--- src/rtl/phy_scan_seq.sv ---
module phy_scan_seq #(
  parameter int MAX_PHYS = 4,
  parameter int CLK_HZ   = 100_000_000
) (
  input  logic                            clk,
  input  logic                            rst_n,
  input  logic                            start,
  input  logic                            forced_mode,
  input  logic                            force_fd,
  input  logic                            force_100,
  input  logic [15:0]                     preset_adv,
  output logic                            mdio_req,
  output logic                            mdio_wr,
  output logic [4:0]                      mdio_phy,
  output logic [4:0]                      mdio_reg,
  output logic [15:0]                     mdio_wdata,
  input  logic                            mdio_ack,
  input  logic [15:0]                     mdio_rdata,
  output logic [5*MAX_PHYS-1:0]           phy_table,
  output logic [$clog2(MAX_PHYS+1)-1:0]   phy_count,
  output logic                            done,
  output logic                            no_phy_warn
);
  localparam int CW      = $clog2(MAX_PHYS+1);
  localparam int SW      = (MAX_PHYS > 1) ? $clog2(MAX_PHYS) : 1;
  localparam int GAP_CYC = (CLK_HZ / 100_000 > 0) ? CLK_HZ / 100_000 : 1;
  localparam int GW      = $clog2(GAP_CYC + 1);

  typedef enum logic [3:0] {
    S_IDLE, S_RD_ST, S_RD_CT, S_RD_AD, S_PICK, S_WR_AD,
    S_CTRL, S_WR_C1, S_GAP, S_WR_C2, S_NEXT, S_FIN
  } state_t;

  state_t        st;
  logic [5:0]    idx;
  logic [CW-1:0] cnt;
  logic [4:0]    tbl [MAX_PHYS];
  logic [15:0]   slot_adv [MAX_PHYS];
  logic [15:0]   glob_adv, to_adv, adv_have, stat_rd, ctl_rd, ctl_new;
  logic          cfg_forced, cfg_fd, cfg_100;
  logic [GW-1:0] gap;

  wire [SW-1:0] slot   = cnt[SW-1:0];
  wire          accept = ((mdio_rdata & 16'h8301) == 16'h8001) ||
                         (!mdio_rdata[9] && (|mdio_rdata[14:11]));
  wire [15:0]   built  = ((stat_rd >> 6) & 16'h03E0) | 16'h0001;

  wire [15:0] pick_val = (glob_adv != 16'h0) ? glob_adv :
                         (slot_adv[slot] != 16'h0) ? slot_adv[slot] : adv_have;

  wire [15:0] an_val  = cfg_forced ? (ctl_rd & ~16'h1000) : (ctl_rd | 16'h1000);
  wire        ane_chg = an_val != ctl_rd;
  wire [15:0] ctl_calc = ((an_val | ((!cfg_forced && ane_chg) ? 16'h0200 : 16'h0)) & ~16'hED80)
                         | (cfg_fd ? 16'h0100 : 16'h0) | (cfg_100 ? 16'h2000 : 16'h0);

  assign mdio_req   = st inside {S_RD_ST, S_RD_CT, S_RD_AD, S_WR_AD, S_WR_C1, S_WR_C2};
  assign mdio_wr    = st inside {S_WR_AD, S_WR_C1, S_WR_C2};
  assign mdio_phy   = idx[4:0];
  assign mdio_reg   = (st == S_RD_ST) ? 5'd1 : (st inside {S_RD_AD, S_WR_AD}) ? 5'd4 : 5'd0;
  assign mdio_wdata = (st == S_WR_AD) ? to_adv : ctl_new;
  assign phy_count  = cnt;

  for (genvar i = 0; i < MAX_PHYS; i++) begin : g_tbl
    assign phy_table[5*i +: 5] = tbl[i];
  end

  always_ff @(posedge clk or negedge rst_n) begin
    if (!rst_n) begin
      st <= S_IDLE; idx <= '0; cnt <= '0; done <= 1'b0; no_phy_warn <= 1'b0;
      glob_adv <= '0; to_adv <= '0; adv_have <= '0; stat_rd <= '0;
      ctl_rd <= '0; ctl_new <= '0; gap <= '0;
      cfg_forced <= 1'b0; cfg_fd <= 1'b0; cfg_100 <= 1'b0;
      for (int i = 0; i < MAX_PHYS; i++) begin
        tbl[i] <= '0;
        slot_adv[i] <= '0;
      end
    end else begin
      case (st)
        S_IDLE: if (start) begin
          idx <= 6'd1; cnt <= '0; done <= 1'b0; no_phy_warn <= 1'b0;
          cfg_forced <= forced_mode; cfg_fd <= force_fd; cfg_100 <= force_100;
          glob_adv <= preset_adv;
          for (int i = 0; i < MAX_PHYS; i++) tbl[i] <= '0;
          st <= S_RD_ST;
        end
        S_RD_ST: if (mdio_ack) begin
          stat_rd <= mdio_rdata;
          st <= accept ? S_RD_CT : S_NEXT;
        end
        S_RD_CT: if (mdio_ack) begin
          ctl_rd <= mdio_rdata;
          st <= S_RD_AD;
        end
        S_RD_AD: if (mdio_ack) begin
          adv_have <= ((mdio_rdata & 16'h01E0) == 16'h0) ? built : mdio_rdata;
          st <= S_PICK;
        end
        S_PICK: begin
          to_adv <= pick_val;
          if (glob_adv != 16'h0) slot_adv[slot] <= glob_adv;
          else if (slot_adv[slot] == 16'h0) begin
            slot_adv[slot] <= adv_have;
            glob_adv <= adv_have;
          end
          tbl[slot] <= idx[4:0];
          cnt <= cnt + 1'b1;
          st <= (pick_val != adv_have) ? S_WR_AD : S_CTRL;
        end
        S_WR_AD: if (mdio_ack) st <= S_CTRL;
        S_CTRL: begin
          ctl_new <= ctl_calc;
          if (ctl_calc == ctl_rd) st <= S_NEXT;
          else st <= ane_chg ? S_WR_C1 : S_WR_C2;
        end
        S_WR_C1: if (mdio_ack) begin
          gap <= GW'(GAP_CYC - 1);
          st <= S_GAP;
        end
        S_GAP: begin
          if (gap == '0) st <= S_WR_C2;
          else gap <= gap - 1'b1;
        end
        S_WR_C2: if (mdio_ack) st <= S_NEXT;
        S_NEXT: begin
          if (idx == 6'd32 || cnt == CW'(MAX_PHYS)) st <= S_FIN;
          else begin
            idx <= idx + 1'b1;
            st <= S_RD_ST;
          end
        end
        S_FIN: begin
          if (cnt == '0) begin
            tbl[0] <= 5'd1;
            no_phy_warn <= 1'b1;
          end
          done <= 1'b1;
          st <= S_IDLE;
        end
        default: st <= S_IDLE;
      endcase
    end
  end

  assert_count_bound_R1: assert property (@(posedge clk) disable iff (!rst_n)
    phy_count <= CW'(MAX_PHYS));

  assert_req_hold_R10: assert property (@(posedge clk) disable iff (!rst_n)
    (mdio_req && !mdio_ack) |=> (mdio_req && $stable({mdio_wr, mdio_phy, mdio_reg, mdio_wdata})));

  assert_done_quiet_R10: assert property (@(posedge clk) disable iff (!rst_n)
    done |-> !mdio_req);

  assert_ctrl_clean_R7: assert property (@(posedge clk) disable iff (!rst_n)
    (mdio_req && mdio_wr && mdio_reg == 5'd0) |->
      ((mdio_wdata & 16'hCC80) == 16'h0 && mdio_wdata[8] == cfg_fd && mdio_wdata[13] == cfg_100));

  assert_gap_done_R8: assert property (@(posedge clk) disable iff (!rst_n)
    (st == S_WR_C2 && $past(st) == S_GAP) |-> ($past(gap) == '0));

  assert_warn_R9: assert property (@(posedge clk) disable iff (!rst_n)
    no_phy_warn |-> (phy_count == '0 && phy_table[4:0] == 5'd1));
endmodule

--- config.mk ---
export PLATFORM = sky130hd
export DESIGN_NAME = phy_scan_seq
export DESIGN_NICKNAME = d
export VERILOG_FILES = /design/src/rtl/phy_scan_seq.sv
export SDC_FILE = /design/constraint.sdc
export NUM_CORES = 1
export LEC_CHECK = 0
export ABC_AREA = 1
export BUFFER_PORTS_ARGS = -buffer_cell sky130_fd_sc_hd__buf_4
export CORE_MARGIN = 5
export CORE_UTILIZATION = 59
export CTS_BUF_LIST = sky130_fd_sc_hd__clkbuf_8 sky130_fd_sc_hd__clkbuf_16
export DETAILED_ROUTE_END_ITERATION = 12
export PLACE_DENSITY_LB_ADDON = 0.3
export SLEW_MARGIN = 5
export SYNTH_ARGS = -nofsm -noshare
export SYNTH_HDL_FRONTEND = slang
export SYNTH_SLANG_ARGS = --single-unit
--- constraint.sdc ---
create_clock -name clk -period 3 [get_ports clk]
set_input_delay 0.6 -clock clk [delete_from_list [all_inputs] [get_ports clk]]
set_output_delay 0.6 -clock clk [all_outputs]
set_load 0.01 [all_outputs]
==> reports/results.txt, run 1 <==
status = finished, final reports clean
flops & latches, synth = 192
clock buffer depth = 2
total chip power = 10.5 mW
antenna violations before repair = 0
most common library cell in the layout ignoring fill and taps = sky130_fd_sc_hd__nand2_1
part of the power in the clock network = 22.5%
clock network latency to the later pin of the worst-skew pair = 0.44 ns
critical path's slowest cell = sky130_fd_sc_hd__nand2_1
Post-synth ARST share = 100%
Fin Setup TNS = 0 ns
via count of the first global-routing pass = 7834
Die Span X = 136 um
Mean Syn Cell Area = 7.90 um^2
Gate power share = 38.0%
crit-path leading delay family = simple AND/OR/NAND/NOR gates
fin nets = 1308
total DRC errors in the routed layout = 0
switching share of power = 40.0%
number of buffers added by the clock tree synthesis step = 17
total wire length after detailed routing = 24.9 mm
pin count of the biggest net entering global routing = 72
cell taking the most area after synthesis = sky130_fd_sc_hd__dfrtp_1
Post-DRT Antenna Nets = 0
Data arrival, critical path = 2.20 ns
Synth Flop Type = sky130_fd_sc_hd__dfrtp_1
leading cell types in the layout, fill and taps excluded = 382 x sky130_fd_sc_hd__nand2_1, 191 x sky130_fd_sc_hd__dfrtp_1, 156 x sky130_fd_sc_hd__o21ai_0, 112 x sky130_fd_sc_hd__inv_1, 104 x sky130_fd_sc_hd__buf_4
static leakage = 5.35 nW
final standard cell area without fillers = 10800 um^2
setup repair after global routing missed its margin = false
worst path buffer plus inverter count = 2
Hold/Removal Path Class = in2async
TritonCTS clock tree = built
sink count of the clock tree = 192
cell chain of the critical path = inv_1 -> nor2_1 -> nand2_1 -> mux2_2 -> buf_4
transition time of the tightest slew-check pin = 0.923 ns
Peak VDD IR = 0.484 mV
Int Power = 6.33 mW
Yosys top cell area share = 51.2%
wire length of the first global-routing pass = 40.1 mm
final clock skew = 0.00959 ns
number of core rows = 46
final core utilization = 68.9%
largest cells by area after synthesis = sky130_fd_sc_hd__dfrtp_1 51%, sky130_fd_sc_hd__nand2_1 15%, sky130_fd_sc_hd__o21ai_0 8.3%, sky130_fd_sc_hd__inv_1 4.4%, sky130_fd_sc_hd__nand3_1 4.0%
CTS clk-pin slew, worst paths = 0.06 ns
P_sw = 4.22 mW
die footprint = 18500 um^2
root buf cell = sky130_fd_sc_hd__clkbuf_16
dpl cell area = 10200 um^2
core area = 15700 um^2
CTS Hold Buffers Added = 0
minimum period implied by the final worst setup slack = 2.80 ns
share of the clock period used by the worst path = 93.2%
sequential share of the synthesized area = 51.2%
cell area after technology mapping = 9380 um^2
Yosys cell types = 39
number of warnings printed during yosys synthesis = 0
Worst EP required = 2.40 ns
Post-CTS Setup Repair Bufs = 0
power density normalized to cell area = 973 nW/um^2
antenna cell count = 0
All-Layer GR Usage = 27.7%
launching element type of the critical path = register
slowest stage delay, CP = 0.56 ns
max-slew violations = 0
number of input and output port buffers inserted = 88
maximum fanout encountered on the critical timing path = 19
EDFF count, synth = 0
HPWL after DPL = 17.8 mm
# H-tree levels = 4
Fin. Hold Viols = 0
Avg WL per Cell = 16.7 um
cell count after synthesis = 1188
last weighted congestion value of the routability-driven placer = 0.902
Max Cap Viol = 0
fmax = 357 MHz
share of post-route cells with drive strength above 1 = 13.0%
fill cell count = 1288
Vias per Instance = 5.60
sequential group share of total power = 39.4%
Starting Density = 59.7%
DRT iter0 DRCs = 827
sort of element at the end of the critical path = output port
worst slew slack as a fraction of its limit = 38.4%
multi-input gate area in the final layout = 3840 um^2
number of endpoints failing setup at the final stage = 0
Area Overhead vs Synth = 15.5%
GRT overflow = 0
routed vias = 8335
kind of critical path = reg2out
area of all sequential standard cells = 4810 um^2
I/O pin count = 92
DIE HEIGHT = 136 um
Detailed Routing Iterations Pass 1 = 5
[sequential cells by signal (all words and copies together), names as in the netlist]
register,cells
slot_adv,64
no_phy_warn,1
phy_count,3
cfg_100,1
st,4
ctl_new,11
gap,10
to_adv,16
ctl_rd,16
phy_table,20
cfg_fd,1
idx,6
adv_have,16
cfg_forced,1
done,1
stat_rd,5
glob_adv,16
[power groups by stage]
stage,clock network (mW),registers (mW),logic (mW)
after floorplan,0,3.99,2.75
after global placement,0,4.15,3.86
after detailed placement,0,4.17,3.94
after CTS,2.39,4.13,3.98
after global routing,2.51,4.25,4.52
final,2.38,4.16,4.01
[cells by family (layout without fill, tap and decap cells)]
| logic type | Yosys count | after routing | synth area share [%] |
|---|---|---|---|
| fa+ha+maj | 8 | 8 | 1.07 |
| mux | 11 | 11 | 1.32 |
| other cells | 1 | 3 | 0.0400 |
| compound gates | 236 | 236 | 13.6 |
| buf+inv | 173 | 256 | 7.98 |
| simple gates | 565 | 565 | 24.6 |
| flops | 192 | 192 | 51.2 |
| xor+xnor | 2 | 2 | 0.187 |
[layer usage]
layer	vias to the layer above	track usage (%)	routed length, um
li1	3984	-	-
met1	3929	39.6	10900
met2	355	42.9	11400
met3	67	4.37	1710
met4	0	11.0	884
met5	-	0	0
[cells in the mapped netlist, types with 5 or more instances]
master	instances
sky130_fd_sc_hd__a21oi_1	41
sky130_fd_sc_hd__buf_2	10
sky130_fd_sc_hd__buf_4	9
sky130_fd_sc_hd__buf_6	6
sky130_fd_sc_hd__clkbuf_1	31
sky130_fd_sc_hd__dfrtp_1	192
sky130_fd_sc_hd__ha_1	8
sky130_fd_sc_hd__inv_1	111
sky130_fd_sc_hd__mux2_2	11
sky130_fd_sc_hd__nand2_1	382
sky130_fd_sc_hd__nand3_1	75
sky130_fd_sc_hd__nand4_1	5
sky130_fd_sc_hd__nor2_1	71
sky130_fd_sc_hd__nor3_1	11
sky130_fd_sc_hd__nor4_1	7
sky130_fd_sc_hd__o211ai_1	19
sky130_fd_sc_hd__o21ai_0	156
sky130_fd_sc_hd__o22ai_1	10
[final cells by class]
type	count	area share (%)
Clock buffer	18	4.05
Clock inverter	13	1.57
Tap cell	216	2.50
Multi-Input combinational cell	825	35.5
Sequential cell	192	44.4
Inverter	117	4.12
Timing Repair Buffer	108	7.89
[path summary, 6_finish.rpt]
check	start	endpoint	slack (ns)	cells after the start
min in group clk	force_100	cfg_100$_DFFE_PN0P_	0.36	3
max in group asynchronous	rst_n	phy_count[1]$_DFFE_PN0P_	2.07	2
worst min-delay path	rst_n	slot_adv[29]$_DFFE_PN0P_	0.17	1
worst max register to register	phy_count[0]$_DFFE_PN0P_	st[0]$_DFFE_PN0P_	0.23	21
worst max-delay path	st[0]$_DFFE_PN0P_	mdio_wdata[13]	0.20	5
worst min register to register	ctl_rd[4]$_DFFE_PN0P_	ctl_rd[4]$_DFFE_PN0P_	0.47	2
[worst register-to-register path, cell delays in order (launching register included)]
cell and delay, ns:
sky130_fd_sc_hd__dfrtp_2 0.47, sky130_fd_sc_hd__buf_12 0.19, sky130_fd_sc_hd__nand2_1 0.10, sky130_fd_sc_hd__nand3_1 0.09, sky130_fd_sc_hd__nand2_1 0.12, sky130_fd_sc_hd__nand2_1 0.10, sky130_fd_sc_hd__nor2_2 0.12, sky130_fd_sc_hd__nand2_2 0.10
sky130_fd_sc_hd__o21ai_4 0.32, sky130_fd_sc_hd__nand2_1 0.10, sky130_fd_sc_hd__nand2_1 0.13, sky130_fd_sc_hd__nand2_1 0.11, sky130_fd_sc_hd__nand2_1 0.08, sky130_fd_sc_hd__nand2_1 0.06, sky130_fd_sc_hd__nor2_1 0.14, sky130_fd_sc_hd__nand2_1 0.07
sky130_fd_sc_hd__nor2_1 0.12, sky130_fd_sc_hd__nand2_1 0.07, sky130_fd_sc_hd__nand2_1 0.06, sky130_fd_sc_hd__nand2_1 0.05, sky130_fd_sc_hd__nand2_1 0.06, sky130_fd_sc_hd__nand2_1 0.04
[per-stage QoR]
step	cells	worst slack, ns	hold WS (ns)
final	1489	0.203	0.171
after global routing	1489	0.0730	0.223
after CTS	1489	0.194	0.197
after detailed placement	1458	0.236	0.454
after global placement	1458	0.305	0.448
after floorplan	1190	0.729	0.304
[what timing repair did]
action / CTS / global route
endpoints found under the setup margin: 0 / 2
resized for setup: 0 / 1
endpoints found under the hold margin: 0 / 0
No activity file was read; power rests on OpenSTA's default activity.
==> inputs of run 2 (changes only) <==
--- a/config.mk
+++ b/config.mk
@@ -7,9 +7,10 @@
 export LEC_CHECK = 0
 export ABC_AREA = 1
-export BUFFER_PORTS_ARGS = -buffer_cell sky130_fd_sc_hd__buf_4
+export CAP_MARGIN = 15
 export CORE_MARGIN = 5
-export CORE_UTILIZATION = 59
+export CORE_UTILIZATION = 60
 export CTS_BUF_LIST = sky130_fd_sc_hd__clkbuf_8 sky130_fd_sc_hd__clkbuf_16
 export DETAILED_ROUTE_END_ITERATION = 12
+export DONT_BUFFER_PORTS = 1
 export PLACE_DENSITY_LB_ADDON = 0.3
 export SLEW_MARGIN = 5
==> constraint.sdc (replaced) <==
create_clock -name clk -period 3 [get_ports clk]
set_input_delay 0.3 -clock clk [delete_from_list [all_inputs] [get_ports clk]]
set_output_delay 0.3 -clock clk [all_outputs]
set_load 0.01 [all_outputs]
==> reports/results.txt, run 2 (synthesized netlist as in run 1, its figures left out) <==
status = complete, but fails checks
violations in the final reports = negative hold slack
Data arrival, critical path = 3.11 ns
pin count of the biggest net entering global routing = 193
share of post-route cells with drive strength above 1 = 6.33%
share of the clock period used by the worst path = 92.6%
static leakage = 4.86 nW
via count of the first global-routing pass = 7168
Top reg by flops = slot_adv
Detailed Routing Iterations Pass 1 = 6
fmax = 360 MHz
Worst EP required = 3.33 ns
sort of element at the end of the critical path = register
HPWL after DPL = 16.8 mm
fin nets = 1219
Avg WL per Cell = 16.8 um
hold slack final = -0.439 ns
power density normalized to cell area = 993 nW/um^2
total wire length after detailed routing = 23.5 mm
number of endpoints failing setup at the final stage = 0
kind of critical path = reg2reg
leading cell types in the layout, fill and taps excluded = 382 x sky130_fd_sc_hd__nand2_1, 191 x sky130_fd_sc_hd__dfrtp_1, 156 x sky130_fd_sc_hd__o21ai_0, 112 x sky130_fd_sc_hd__inv_1, 75 x sky130_fd_sc_hd__nand3_1
Max Cap Viol = 0
Post-DRT Antenna Nets = 0
worst slew slack as a fraction of its limit = 40.6%
Post-CTS Setup Repair Bufs = 0
maximum fanout encountered on the critical timing path = 18
clock network latency to the later pin of the worst-skew pair = 0.44 ns
setup repair after global routing missed its margin = false
Largest register FFs = 64
All-Layer GR Usage = 26.3%
# H-tree levels = 4
launching element type of the critical path = register
GRT overflow = 0
clock buffer depth = 2
antenna cell count = 0
Hold/Removal Path Class = in2async
Area Overhead vs Synth = 7.44%
wire length of the first global-routing pass = 37.8 mm
Peak VDD IR = 0.517 mV
sink count of the clock tree = 192
final clock skew = 0.00872 ns
number of core rows = 45
root buf cell = sky130_fd_sc_hd__clkbuf_16
Fin. Hold Viols = 192
Fin Setup TNS = 0 ns
minimum period implied by the final worst setup slack = 2.78 ns
antenna violations before repair = 0
max-slew violations = 0
total DRC errors in the routed layout = 0
minimum setup slack among reg-to-reg paths = 0.22 ns
Die Span X = 135 um
number of buffers added by the clock tree synthesis step = 17
DRT iter0 DRCs = 978
last weighted congestion value of the routability-driven placer = 0.963
I/O pin count = 92
Vias per Instance = 5.64
CTS clk-pin slew, worst paths = 0.07 ns
Starting Density = 61.5%
TritonCTS clock tree = built
most common library cell in the layout ignoring fill and taps = sky130_fd_sc_hd__nand2_1
transition time of the tightest slew-check pin = 0.890 ns
DIE HEIGHT = 135 um
die footprint = 18200 um^2
number of input and output port buffers inserted = 0
routed vias = 7876
core area = 15300 um^2
CTS Hold Buffers Added = 2
## run 2: cell types whose count changed in the layout (fill, tap and decap cells not counted), sizes merged
cell | before | now
clkbuf | 19 | 17
bufinv | 4 | 2
inv | 116 | 119
buf | 107 | 17
dlygate4sd3 | 0 | 2
clkinvlp | 1 | 2
## run 2: what timing repair did
action | in CTS | in global routing
hold endpoints to repair | 194 | 192
setup endpoints to repair | 0 | 2
resized for setup | 0 | 1
## run 2: power breakdown
group | total, mW | internal [mW] | switching, mW
sequential | 4.17 | 3.53 | 0.645
clock | 2.21 | 1.22 | 0.992
combinational | 3.62 | 1.15 | 2.47
## run 2: final timing paths
kind | cells after the start | endpoint | start
worst min-delay path | 0 | slot_adv[30]$_DFFE_PN0P_ | rst_n
max in group asynchronous | 0 | ctl_rd[5]$_DFFE_PN0P_ | rst_n
worst max register to register | 21 | st[0]$_DFFE_PN0P_ | phy_count[0]$_DFFE_PN0P_
worst min register to register | 1 | ctl_new[12]$_DFFE_PN0P_ | cfg_forced$_DFFE_PN0P_
min in group clk | 2 | cfg_forced$_DFFE_PN0P_ | forced_mode
worst max-delay path | 21 | st[0]$_DFFE_PN0P_ | phy_count[0]$_DFFE_PN0P_
## run 2: cell type report
cell class	instances	area, um^2
Fill cell	1309	5180
Sequential cell	192	4810
Multi-Input combinational cell	825	3840
Inverter	117	447
Clock buffer	17	425
Tap cell	211	264
Timing Repair Buffer	19	148
Clock inverter	15	144
## run 2: critical path, cell delays in order (launching register included)
cell and delay [ns]:
sky130_fd_sc_hd__dfrtp_2 0.47, sky130_fd_sc_hd__buf_4 0.23, sky130_fd_sc_hd__nand2_1 0.09, sky130_fd_sc_hd__nand3_1 0.07, sky130_fd_sc_hd__nand2_1 0.14, sky130_fd_sc_hd__nand2_1 0.11, sky130_fd_sc_hd__nor2_2 0.10, sky130_fd_sc_hd__nand2_2 0.09
sky130_fd_sc_hd__o21ai_4 0.33, sky130_fd_sc_hd__nand2_1 0.10, sky130_fd_sc_hd__nand2_1 0.10, sky130_fd_sc_hd__nand2_1 0.10, sky130_fd_sc_hd__nand2_1 0.08, sky130_fd_sc_hd__nand2_1 0.06, sky130_fd_sc_hd__nor2_1 0.12, sky130_fd_sc_hd__nand2_1 0.07
sky130_fd_sc_hd__nor2_1 0.13, sky130_fd_sc_hd__nand2_1 0.07, sky130_fd_sc_hd__nand2_1 0.07, sky130_fd_sc_hd__nand2_1 0.05, sky130_fd_sc_hd__nand2_1 0.05, sky130_fd_sc_hd__nand2_1 0.05
## run 2: through the flow
step | cell area (um^2) | setup WS [ns] | total power [mW] | std cells | util [%]
2_1_floorplan | 9390 | 0.729 | 6.74 | 1190 | -
3_3_place_gp | 9490 | 0.274 | 7.66 | 1362 | 62.2
3_5_place_dp | 9490 | 0.264 | 7.76 | 1362 | 62.2
4_1_cts | 10100 | 0.236 | 9.98 | 1396 | 66.0
5_1_grt | 10100 | 0.0119 | 10.7 | 1396 | 66.1
6_report | 10100 | 0.222 | 10.0 | 1396 | 66.1
## run 2: metal layers
layer / part of all wire, % / wire [um] / global-route usage [%] / vias to the layer above
li1: - / - / - / 3807
met1: 45 / 10500 / 38.1 / 3703
met2: 45 / 10500 / 39.9 / 322
met3: 8.3 / 1950 / 5.37 / 44
met4: 2.5 / 585 / 8.90 / 0
met5: 0 / 0 / 0 / -
==> inputs of run 3 (changes only) <==
- ABC_AREA: 1 -> not set
==> reports/results.txt, run 3 <==
fin nets = 1034
last weighted congestion value of the routability-driven placer = 0.983
dpl cell area = 9640 um^2
Detailed Routing Iterations Pass 1 = 5
DRT iter0 DRCs = 788
Fin. Hold Viols = 192
EDFF count, synth = 0
static leakage = 4.68 nW
CTS clk-pin slew, worst paths = 0.08 ns
commonest cells in the synthesized netlist = 192 x sky130_fd_sc_hd__dfrtp_1, 142 x sky130_fd_sc_hd__nand2_1, 122 x sky130_fd_sc_hd__nor2_1
HPWL after DPL = 17.3 mm
setup repair after global routing missed its margin = false
Data arrival, critical path = 3.08 ns
Worst EP required = 3.32 ns
slack of the critical path = 0.244 ns
I/O pin count = 92
root buf cell = sky130_fd_sc_hd__clkbuf_16
Post-synth ARST share = 100%
hold slack final = -0.456 ns
kind of critical path = reg2reg
share of the clock period used by the worst path = 91.9%
maximum fanout encountered on the critical timing path = 20
clock buffer depth = 2
number of input and output port buffers inserted = 0
most common library cell in the layout ignoring fill and taps = sky130_fd_sc_hd__dfrtp_1
Post-DRT Antenna Nets = 0
cell count after synthesis = 980
DIE HEIGHT = 135 um
part of the power in the clock network = 21.5%
sort of element at the end of the critical path = register
Post-CTS Setup Repair Bufs = 0
number of warnings printed during yosys synthesis = 0
via count of the first global-routing pass = 7489
Max Cap Viol = 0
worst slack, placed = 0.303 ns
cell taking the most area after synthesis = sky130_fd_sc_hd__dfrtp_1
minimum setup slack among reg-to-reg paths = 0.24 ns
Largest register FFs = 64
CTS resizes = 0
final clock skew = 0.0128 ns
end of the worst register-to-register path = st[0]$_DFFE_PN0P_
routed vias = 7623
P_sw = 4.39 mW
antenna cell count = 0
Die Span X = 135 um
Peak VDD IR = 0.644 mV
Hold/Removal Path Class = in2async
sequential group share of total power = 41.3%
wire length of the first global-routing pass = 40.7 mm
Worst R2R Start = phy_count[0]$_DFFE_PN0P_
cells on worst reg2reg path = 8
fmax = 363 MHz
multi-input gate area in the final layout = 4150 um^2
Starting Density = 61.6%
sink count of the clock tree = 192
cell area after technology mapping = 9390 um^2
worst slew slack as a fraction of its limit = 30.7%
pin count of the biggest net entering global routing = 193
Yosys top cell area share = 51.1%
total DRC errors in the routed layout = 0
Fin Setup TNS = 0 ns
final standard cell area without fillers = 10500 um^2
Mean Syn Cell Area = 9.59 um^2
number of endpoints failing setup at the final stage = 0
leading cell types in the layout, fill and taps excluded = 192 x sky130_fd_sc_hd__dfrtp_1, 142 x sky130_fd_sc_hd__nand2_1, 122 x sky130_fd_sc_hd__nor2_1, 114 x sky130_fd_sc_hd__a21oi_1
critical path's slowest cell = sky130_fd_sc_hd__mux4_2
Avg WL per Cell = 20.7 um
Top reg by flops = slot_adv
clock network latency to the later pin of the worst-skew pair = 0.44 ns
die footprint = 18300 um^2
# H-tree levels = 4
Gate power share = 37.2%
Int Power = 6.62 mW
Vias per Instance = 6.29
leading cell type by number of instances after synthesis = sky130_fd_sc_hd__dfrtp_1
switching share of power = 39.9%
share of post-route cells with drive strength above 1 = 12.1%
max-slew violations = 0
sequential share of the synthesized area = 51.1%
largest cells by area after synthesis = sky130_fd_sc_hd__dfrtp_1 51%, sky130_fd_sc_hd__a21oi_1 6.1%, sky130_fd_sc_hd__nand2_1 5.7%, sky130_fd_sc_hd__nor2_1 4.9%, sky130_fd_sc_hd__mux2_2 4.0%
Synth Flop Type = sky130_fd_sc_hd__dfrtp_1
minimum period implied by the final worst setup slack = 2.76 ns
cell chain of the critical path = buf_12 -> mux4_2 -> nor4_1 -> and4_1 -> buf_4 -> or3_1 -> a31oi_1 -> a211o_1
Area Overhead vs Synth = 12.0%
power density normalized to cell area = 1050 nW/um^2
TritonCTS clock tree = built
All-Layer GR Usage = 28.4%
antenna violations before repair = 0
number of buffers added by the clock tree synthesis step = 17
status = complete, but fails checks
core area = 15300 um^2
violations in the final reports = negative hold slack
flops & latches, synth = 192
GRT overflow = 0
total chip power = 11.0 mW
transition time of the tightest slew-check pin = 1.03 ns
launching element type of the critical path = register
slowest stage delay, CP = 0.59 ns
area of all sequential standard cells = 4800 um^2
total wire length after detailed routing = 25.0 mm
CTS Hold Buffers Added = 22
number of core rows = 45
Yosys cell types = 61
fill cell count = 1132
==> run 3: cell types whose count changed after synthesis, sizes merged, moves of 22 or more <==
cell,before,now
nand2,385,143
o21ai,157,40
inv,115,33
mux2,11,33
a21oi,41,114
nor2,74,123
nand3,75,10
==> run 3: cells by family (layout without fill, tap and decap cells) <==
| logic type | count (synthesis) | in the layout | share of synthesized area, % |
|---|---|---|---|
| AND/OR/NAND/NOR | 350 | 350 | 16.4 |
| AO/OA/AOI/OAI | 257 | 257 | 16.4 |
| flip-flops | 192 | 192 | 51.1 |
| buffers and inverters | 101 | 119 | 4.95 |
| multiplexers | 59 | 59 | 8.86 |
| XOR/XNOR | 12 | 12 | 1.12 |
| adder cells (fa/ha/maj) | 8 | 8 | 1.07 |
| other | 1 | 3 | 0.0399 |
==> run 3: critical path, delay by kind of cell (launching register included) <==
kind | cells | cell delay [ns]
AND/OR/NAND/NOR | 3 | 0.89
multiplexers | 1 | 0.59
buffers and inverters | 2 | 0.45
flip-flops | 1 | 0.39
AO/OA/AOI/OAI | 2 | 0.33
==> run 3: worst max-delay path by stage <==
| stage | from | endpoint | slack (ns) | cells after the start |
|---|---|---|---|---|
| floorplan | phy_count[1]$_DFFE_PN0P_ | idx[5]$_DFFE_PN0P_ | 0.003 | 11 |
| global placement | phy_count[0]$_DFFE_PN0P_ | st[0]$_DFFE_PN0P_ | 0.37 | 8 |
| detailed placement | phy_count[0]$_DFFE_PN0P_ | slot_adv[42]$_DFFE_PN0P_ | 0.30 | 9 |
| CTS | phy_count[0]$_DFFE_PN0P_ | slot_adv[54]$_DFFE_PN0P_ | 0.28 | 9 |
| global route | phy_count[0]$_DFFE_PN0P_ | slot_adv[38]$_DFFE_PN0P_ | 0.08 | 9 |
| finish | phy_count[0]$_DFFE_PN0P_ | st[0]$_DFFE_PN0P_ | 0.24 | 8 |
==> run 3: final cells by class <==
cell class | instances | share of cell area, %
clock buffer | 21 | 4.57
multi-input combinational | 689 | 39.4
clock inverter | 11 | 1.33
tap | 211 | 2.51
timing repair buffer | 54 | 5.31
sequential | 192 | 45.7
inverter | 33 | 1.18
==> run 3: layer usage <==
metal,vias up,wire length (um),track usage [%]
li1,3465,-,-
met1,3757,10200,39.1
met2,334,12000,44.5
met3,67,2040,6.89
met4,0,767,9.91
met5,-,0,0
==> run 3: power by group through the flow <==
| stage | clock network [mW] | logic, mW | registers, mW |
|---|---|---|---|
| 6_report | 2.37 | 4.09 | 4.55 |
| 4_1_cts | 2.40 | 4.04 | 4.52 |
| 3_5_place_dp | 0 | 3.98 | 4.56 |
| 2_1_floorplan | 0 | 3.07 | 4.16 |
| 5_1_grt | 2.53 | 4.50 | 4.66 |
| 3_3_place_gp | 0 | 3.89 | 4.52 |
==> run 3: metrics by stage <==
step           instances  utilization, %
2_1_floorplan        982               -
5_1_grt             1211            68.9
4_1_cts             1207            68.7
3_3_place_gp        1153            63.2
3_5_place_dp        1153            63.2
6_report            1211            68.9
